`src/rtl/tdm_pkg.sv`:
```
package tdm_pkg;
  localparam int IDX_W = 8;

  typedef struct packed {
    logic             frameEnd;
    logic             slotEnd;
    logic [IDX_W-1:0] slotIdx;
    logic [IDX_W-1:0] bitIdx;
  } tdmStrobe_t;
endpackage

```
`src/rtl/tdm_frame_ctl.sv`:
```
module tdm_frame_ctl
  import tdm_pkg::*;
#(
  parameter int SLOT_W = 16,
  parameter int SLOTS  = 12
) (
  input  logic       clk,
  input  logic       rstN,
  output logic       fsync,
  output tdmStrobe_t strb
);
  localparam int BW = $clog2(SLOT_W);
  localparam int SW = $clog2(SLOTS);
  localparam logic [BW-1:0] BIT_LAST  = BW'(SLOT_W - 1);
  localparam logic [SW-1:0] SLOT_LAST = SW'(SLOTS - 1);

  logic [BW-1:0] bitCnt;
  logic [SW-1:0] slotCnt;
  logic lastBit;

  assign lastBit = (bitCnt == BIT_LAST);

  always_ff @(posedge clk or negedge rstN) begin
    if (!rstN) begin
      bitCnt  <= BIT_LAST;
      slotCnt <= SLOT_LAST;
    end else begin
      bitCnt <= lastBit ? '0 : bitCnt + 1'b1;
      if (lastBit) slotCnt <= (slotCnt == SLOT_LAST) ? '0 : slotCnt + 1'b1;
    end
  end

  assign strb.slotEnd  = lastBit;
  assign strb.frameEnd = lastBit && (slotCnt == SLOT_LAST);
  assign strb.slotIdx  = IDX_W'(slotCnt);
  assign strb.bitIdx   = IDX_W'(bitCnt);
  assign fsync         = strb.frameEnd;

  // the frame counter wraps to the first bit of slot 0
  p_frame_wrap_r1: assert property (@(posedge clk) disable iff (!rstN)
    strb.frameEnd |=> (slotCnt == '0 && bitCnt == '0));

  // sync lasts a single clock
  p_fsync_single_r2: assert property (@(posedge clk) disable iff (!rstN)
    fsync |=> !fsync);
endmodule

```
`src/rtl/tdm_datapath.sv`:
```
module tdm_datapath
  import tdm_pkg::*;
#(
  parameter int SLOT_W = 16,
  parameter int SLOTS  = 12
) (
  input  logic                    clk,
  input  logic                    rstN,
  input  tdmStrobe_t              strb,
  input  logic [SLOTS-2:0]        interceptEn,
  input  logic [SLOTS-2:0]        needSmp,
  input  logic [(SLOTS-1)*SLOT_W-1:0] smpIn,
  input  logic                    sdIn,
  output logic                    sdOut,
  output logic [(SLOTS-1)*SLOT_W-1:0] outSmp,
  output logic                    outStb,
  output logic [SLOTS-2:0]        subUsed
);
  localparam int NS  = SLOTS - 1;
  localparam int SIW = $clog2(SLOTS);

  logic [SLOT_W-1:0] txShift;
  logic [SLOT_W-1:0] smpHold [NS];
  logic [SLOT_W-2:0] rxShift;
  logic              rxBit;
  logic [SLOT_W-1:0] rxWord;
  logic [SLOT_W-1:0] rxData [NS];
  logic [SLOT_W-1:0] rxDataNext [NS];
  logic [NS-1:0]     rxValid, reqCur, reqPrev, reqNew;
  logic [SLOT_W-1:0] tagWord;
  logic [SIW-1:0]    slotNow;

  assign slotNow = strb.slotIdx[SIW-1:0];
  assign rxWord  = {rxShift, rxBit};
  assign reqNew  = needSmp & interceptEn;
  assign sdOut   = txShift[SLOT_W-1];

  always_comb begin
    tagWord = '0;
    tagWord[NS:1] = reqNew;
  end

  // receive bit on the falling edge
  always_ff @(negedge clk or negedge rstN) begin
    if (!rstN) rxBit <= 1'b0;
    else       rxBit <= sdIn;
  end

  always_ff @(posedge clk or negedge rstN) begin
    if (!rstN) begin
      txShift <= '0;
      rxShift <= '0;
      rxValid <= '0;
      reqCur  <= '0;
      reqPrev <= '0;
      outStb  <= 1'b0;
      subUsed <= '0;
    end else begin
      rxShift <= rxWord[SLOT_W-2:0];
      outStb  <= strb.frameEnd;
      if (strb.frameEnd) begin
        txShift <= tagWord;
        reqPrev <= reqCur;
        reqCur  <= reqNew;
        subUsed <= rxValid;
        rxValid <= '0;
      end else if (strb.slotEnd) begin
        txShift <= smpHold[slotNow];
        if (slotNow == '0)
          rxValid <= rxWord[NS:1] & reqPrev & interceptEn;
      end else begin
        txShift <= {txShift[SLOT_W-2:0], 1'b0};
      end
    end
  end

  for (genvar s = 0; s < NS; s++) begin : g_stream
    assign rxDataNext[s] = (strb.slotEnd && slotNow == SIW'(s + 1)) ? rxWord : rxData[s];

    always_ff @(posedge clk or negedge rstN) begin
      if (!rstN) begin
        rxData[s]  <= '0;
        smpHold[s] <= '0;
        outSmp[s*SLOT_W +: SLOT_W] <= '0;
      end else begin
        rxData[s] <= rxDataNext[s];
        if (strb.frameEnd) begin
          smpHold[s] <= smpIn[s*SLOT_W +: SLOT_W];
          outSmp[s*SLOT_W +: SLOT_W] <= rxValid[s] ? rxDataNext[s]
                                                   : smpIn[s*SLOT_W +: SLOT_W];
        end
      end
    end
  end

  // padding bits of the outgoing tag word stay low
  p_tag_pad_zero_r4: assert property (@(posedge clk) disable iff (!rstN)
    (strb.slotIdx == '0 && (strb.bitIdx < IDX_W'(SLOT_W - 1 - NS)
                            || strb.bitIdx == IDX_W'(SLOT_W - 1))) |-> !sdOut);

  // the update strobe follows a frame end
  p_stb_after_sync_r6: assert property (@(posedge clk) disable iff (!rstN)
    outStb |-> $past(strb.frameEnd));

  // the update strobe is one clock wide
  p_stb_single_r6: assert property (@(posedge clk) disable iff (!rstN)
    outStb |=> !outStb);
endmodule

```
`src/rtl/tdm_intercept_port.sv`:
```
module tdm_intercept_port
  import tdm_pkg::*;
#(
  parameter int SLOT_W = 16,
  parameter int SLOTS  = 12
) (
  input  logic                        clk,
  input  logic                        rstN,
  input  logic [SLOTS-2:0]            interceptEn,
  input  logic [SLOTS-2:0]            needSmp,
  input  logic [(SLOTS-1)*SLOT_W-1:0] smpIn,
  input  logic                        sdIn,
  output logic                        fsync,
  output logic                        sdOut,
  output logic [(SLOTS-1)*SLOT_W-1:0] outSmp,
  output logic                        outStb,
  output logic [SLOTS-2:0]            subUsed
);
  tdmStrobe_t strb;

  tdm_frame_ctl #(.SLOT_W(SLOT_W), .SLOTS(SLOTS)) i_ctl (
    .clk(clk), .rstN(rstN), .fsync(fsync), .strb(strb)
  );

  tdm_datapath #(.SLOT_W(SLOT_W), .SLOTS(SLOTS)) i_dp (
    .clk(clk), .rstN(rstN), .strb(strb),
    .interceptEn(interceptEn), .needSmp(needSmp), .smpIn(smpIn), .sdIn(sdIn),
    .sdOut(sdOut), .outSmp(outSmp), .outStb(outStb), .subUsed(subUsed)
  );
endmodule

```
`config.mk`:
```
export PLATFORM = sky130hd
export DESIGN_NAME = tdm_intercept_port
export DESIGN_NICKNAME = d
export VERILOG_FILES = /design/src/rtl/tdm_pkg.sv /design/src/rtl/tdm_frame_ctl.sv /design/src/rtl/tdm_datapath.sv /design/src/rtl/tdm_intercept_port.sv
export SDC_FILE = /design/constraint.sdc
export NUM_CORES = 1
export LEC_CHECK = 0
export BUFFER_PORTS_ARGS = -buffer_cell sky130_fd_sc_hd__buf_2
export CAP_MARGIN = 5
export CORE_AREA = 2 2 250 301
export DETAILED_ROUTE_END_ITERATION = 6
export DIE_AREA = 0 0 252 303
export PLACE_DENSITY_LB_ADDON = 0.05
export SLEW_MARGIN = 10
export SYNTH_ARGS = -nofsm -noshare
export SYNTH_HDL_FRONTEND = slang
export SYNTH_SLANG_ARGS = --single-unit
export TNS_END_PERCENT = 10
```
`constraint.sdc`:
```
create_clock -name clk -period 2.7 [get_ports clk]
set_input_delay 0.135 -clock clk [delete_from_list [all_inputs] [get_ports clk]]
set_output_delay 0.135 -clock clk [all_outputs]
set_load 0.005 [all_outputs]
```
==> run summary <==
Status: finished clean
First-pass GRT wire length: 146 mm
Syn Nets: 2822
Number of CTS-inserted buffers: 67
Clock transition at path regs: 60 ps
Htree depth: 3
Layout Nets: 3363
Maximum clock frequency: 383 MHz
CTS max path bufs: 3
# port buffers: 390
Wirelength, routed: 98.8 mm
Average wire per standard cell: 23.8 microns
Metal2 WL: 46.9 mm
Area of the mapped netlist: 26300 sq um
Top cells by area, synth: dfrtp_1 56%, nand2_1 11%, mux2_2 5.8%
Number of global-route vias before repair: 21744
Via count: 21543
CP peak stage delay: 430 ps
Starting DRC count in detailed routing: 1623
Worst-skew pair later-pin latency: 600 ps
Post-CTS setup buffers: 0
Die Span Y: 303 microns
CTS tree: yes
Startpoint types: flop
DRC viols: 0
Met3 wire length: 5.03 mm
Root Driver: clkbuf_16
Post-Route M1 WL: 43.3 mm
Top routing layer used: met5
Crit path capture type: flop
Worst-path cell chain: buf_4 -> mux2_2 -> a31o_2
Core Region: 73400 sq um
Maxcap violations: 0
Synth top area share: 0.561
DRT antenna net count: 0
Biggest area consumer among synthesized cells: dfrtp_1
Final worst-path cycle share: 0.976
DIE AREA: 76400 sq um
Clock skew: 31.4 ps
Final Instance Area: 33700 sq um
RSZ-0062 raised after global routing: true
Critical path class: reg2reg
GR Util All Layers: 0.258
CP required: 3180 ps
Final min period: 2630 ps
Initial antenna violation count: 8
Power Density: 571 nW/um^2
WP buf/inv: 1
Post-DP HPWL: 68.7 mm
Worst path slowest cell: dfrtn_1
I/O pin cnt: 391
CTS sink count: 597
Setup Viol. Count Final: 0
Synthesized instance count: 2616
Final Core Density: 0.459
Worst Tran Pin Value: 1060 ps
Initial Util: 0.358
Seq/Total Area, Yosys: 0.569
Avg Inst Size Synth: 10.0 sq um
Area after DPL: 29400 sq um
Fin. Hold Viols: 0
Max IR drop VDD: 0.000430 V
Count of different cell masters after synthesis: 49
Die Wd: 252 microns
Pins Over Slew Limit: 0
Std-Cell Rows: 109
Share of layout cells above drive strength 1: 0.264
Area delta synth->final: 28.1%
Largest net degree at the start of global routing: 204
Synth Warn #: 0
Global route overflow: 0
Max-slew headroom: 0.294
Top_reg_cell synth: dfrtp_1
Hold Path Class: in2async
Static Leak: 15.9 nW
Fillers: 7013
Placer Congestion: 0.852
Arr. time, crit path: 3120 ps
DRT Pass-1 Iters: 5
Vias/cell: 5.19
Seq cells post-synth: 597
Crit path max-delay family: flip-flops
Async SR Flop Fraction: 1.00
CP max FO: 7
Number of synthesized flops with an enable pin: 0
## layout make-up
type                       count  area, sq um  area share
sequential                   597        15000       0.444
clock inverter                11          146     0.00435
multi-input combinational   1791        10400       0.308
clock buffer                 103         2070      0.0614
timing repair buffer         687         4890       0.145
antenna                        6         15.0    0.000446
tap                          943         1180      0.0350
inverter                      13         56.3     0.00167
## worst paths after layout
path	startpoint	endpoint	slack [ps]	depth (start not counted)
hold reg to reg	i_dp.subUsed[4]$_DFFE_PN0P_	i_dp.subUsed[4]$_DFFE_PN0P_	470	2
setup / recovery	i_dp.rxBit$_DFF_NN0_	i_dp.outSmp[144]$_DFFE_PN0P_	70	3
hold / removal	rstN	i_dp.outSmp[20]$_DFFE_PN0P_	10	2
min in group clk	smpIn[164]	i_dp.smpHold[4]$_DFFE_PN0P_	270	4
max in group asynchronous	rstN	i_dp.rxBit$_DFF_NN0_	1210	2
setup reg to reg	i_dp.rxBit$_DFF_NN0_	i_dp.outSmp[144]$_DFFE_PN0P_	70	3
## timing repair
action                                 CTS  global route
hold buffers                           204             0
pin swaps                                0             0
endpoints found under the hold margin  799             0
gates resized for setup                  2             0
setup endpoints to repair                1            15
## layer usage
metal | vias up | global-route usage
li1 | 9966 | -
met1 | 10777 | 0.351
met2 | 650 | 0.419
met3 | 144 | 0.0374
met4 | 6 | 0.0976
met5 | - | 0
## layout by cell type (no fill, tap or decap), types with 8 or more instances in the layout
cell           netlist  routed
clkbuf_16            0      70
nand3_1             37      37
and3_1              17      17
buf_4                3      78
o221ai_1            11      11
o21ai_0            303     303
a21oi_1             82      82
clkbuf_8             0      19
dlygate4sd3_1        0     204
mux2_4               8       8
nand2_1            805     805
nor2b_1             73      72
o21ai_1             38      38
nor3_1              12      12
mux2i_1             40      40
a31o_1               9       9
buf_2               66     389
dfrtp_1            589     588
inv_1               12      12
a21o_1              15      15
mux4_2              32      32
buf_12               0      15
a31o_2              63      63
nand4_1             11      11
clkbuf_1           136      14
a211oi_1            19      19
mux2_2             136     136
o22ai_1             16      16
nor2_1              13      13
## Yosys cell counts, types with 7 or more instances
cell type  instances
clkbuf_1         136
nor2b_1           73
nand3b_1           7
a21oi_1           82
a211oi_1          19
mux2_4             8
nand4_1           11
a31o_1             9
mux4_2            32
nor3_1            12
nor2_1            13
nand2_1          805
a31o_2            63
inv_1             12
o21ai_0          303
buf_2             66
mux2_2           136
mux2i_1           40
and3_1            17
nand3_1           37
o22ai_1           16
dfstp_2            7
o211ai_1           7
dfrtp_1          589
o221ai_1          11
o21ai_1           38
a21o_1            15
## sequential cells by signal (all words and copies together) (netlist names)
name           flops
i_dp.outSmp      176
i_dp.smpHold     176
i_dp.rxData      160
i_dp.txShift      16
i_dp.rxShift      15
i_dp.reqCur       11
i_dp.reqPrev      11
i_dp.rxValid      11
i_dp.subUsed      11
i_ctl.bitCnt       4
i_ctl.slotCnt      4
i_dp.outStb        1
i_dp.rxBit         1
## logic make-up after synthesis
| group | count (synthesis) | synth area share |
|---|---|---|
| buffers and inverters | 228 | 0.0376 |
| XOR/XNOR | 1 | 0.000333 |
| multiplexers | 216 | 0.106 |
| adder cells (fa/ha/maj) | 5 | 0.00238 |
| AND/OR/NAND/NOR | 999 | 0.159 |
| flip-flops | 597 | 0.569 |
| AO/OA/AOI/OAI | 570 | 0.126 |
## power breakdown
part | leakage [nW] | total (W) | switching (W) | internal (W)
Sequential | 6.61 | 0.00906 | 0.0000789 | 0.00898
Combinational | 8.20 | 0.000854 | 0.000474 | 0.000380
Clock | 1.08 | 0.00931 | 0.00377 | 0.00554
## metrics by stage
stage               std cells  setup TNS, ps  setup slack [ps]  total power [W]  hold slack (ps)
floorplan                2616              0              3.24          0.00925             -161
global placement         3827              0              97.5          0.00986            -3.94
detailed placement       3827              0              65.4          0.00986            -1.04
CTS                      4145              0              63.3           0.0195             10.3
global route             4147           -283             -29.7           0.0199             20.6
finish                   4151              0              65.8           0.0192             12.2
Note: power is estimated with default switching activity, not from simulation.
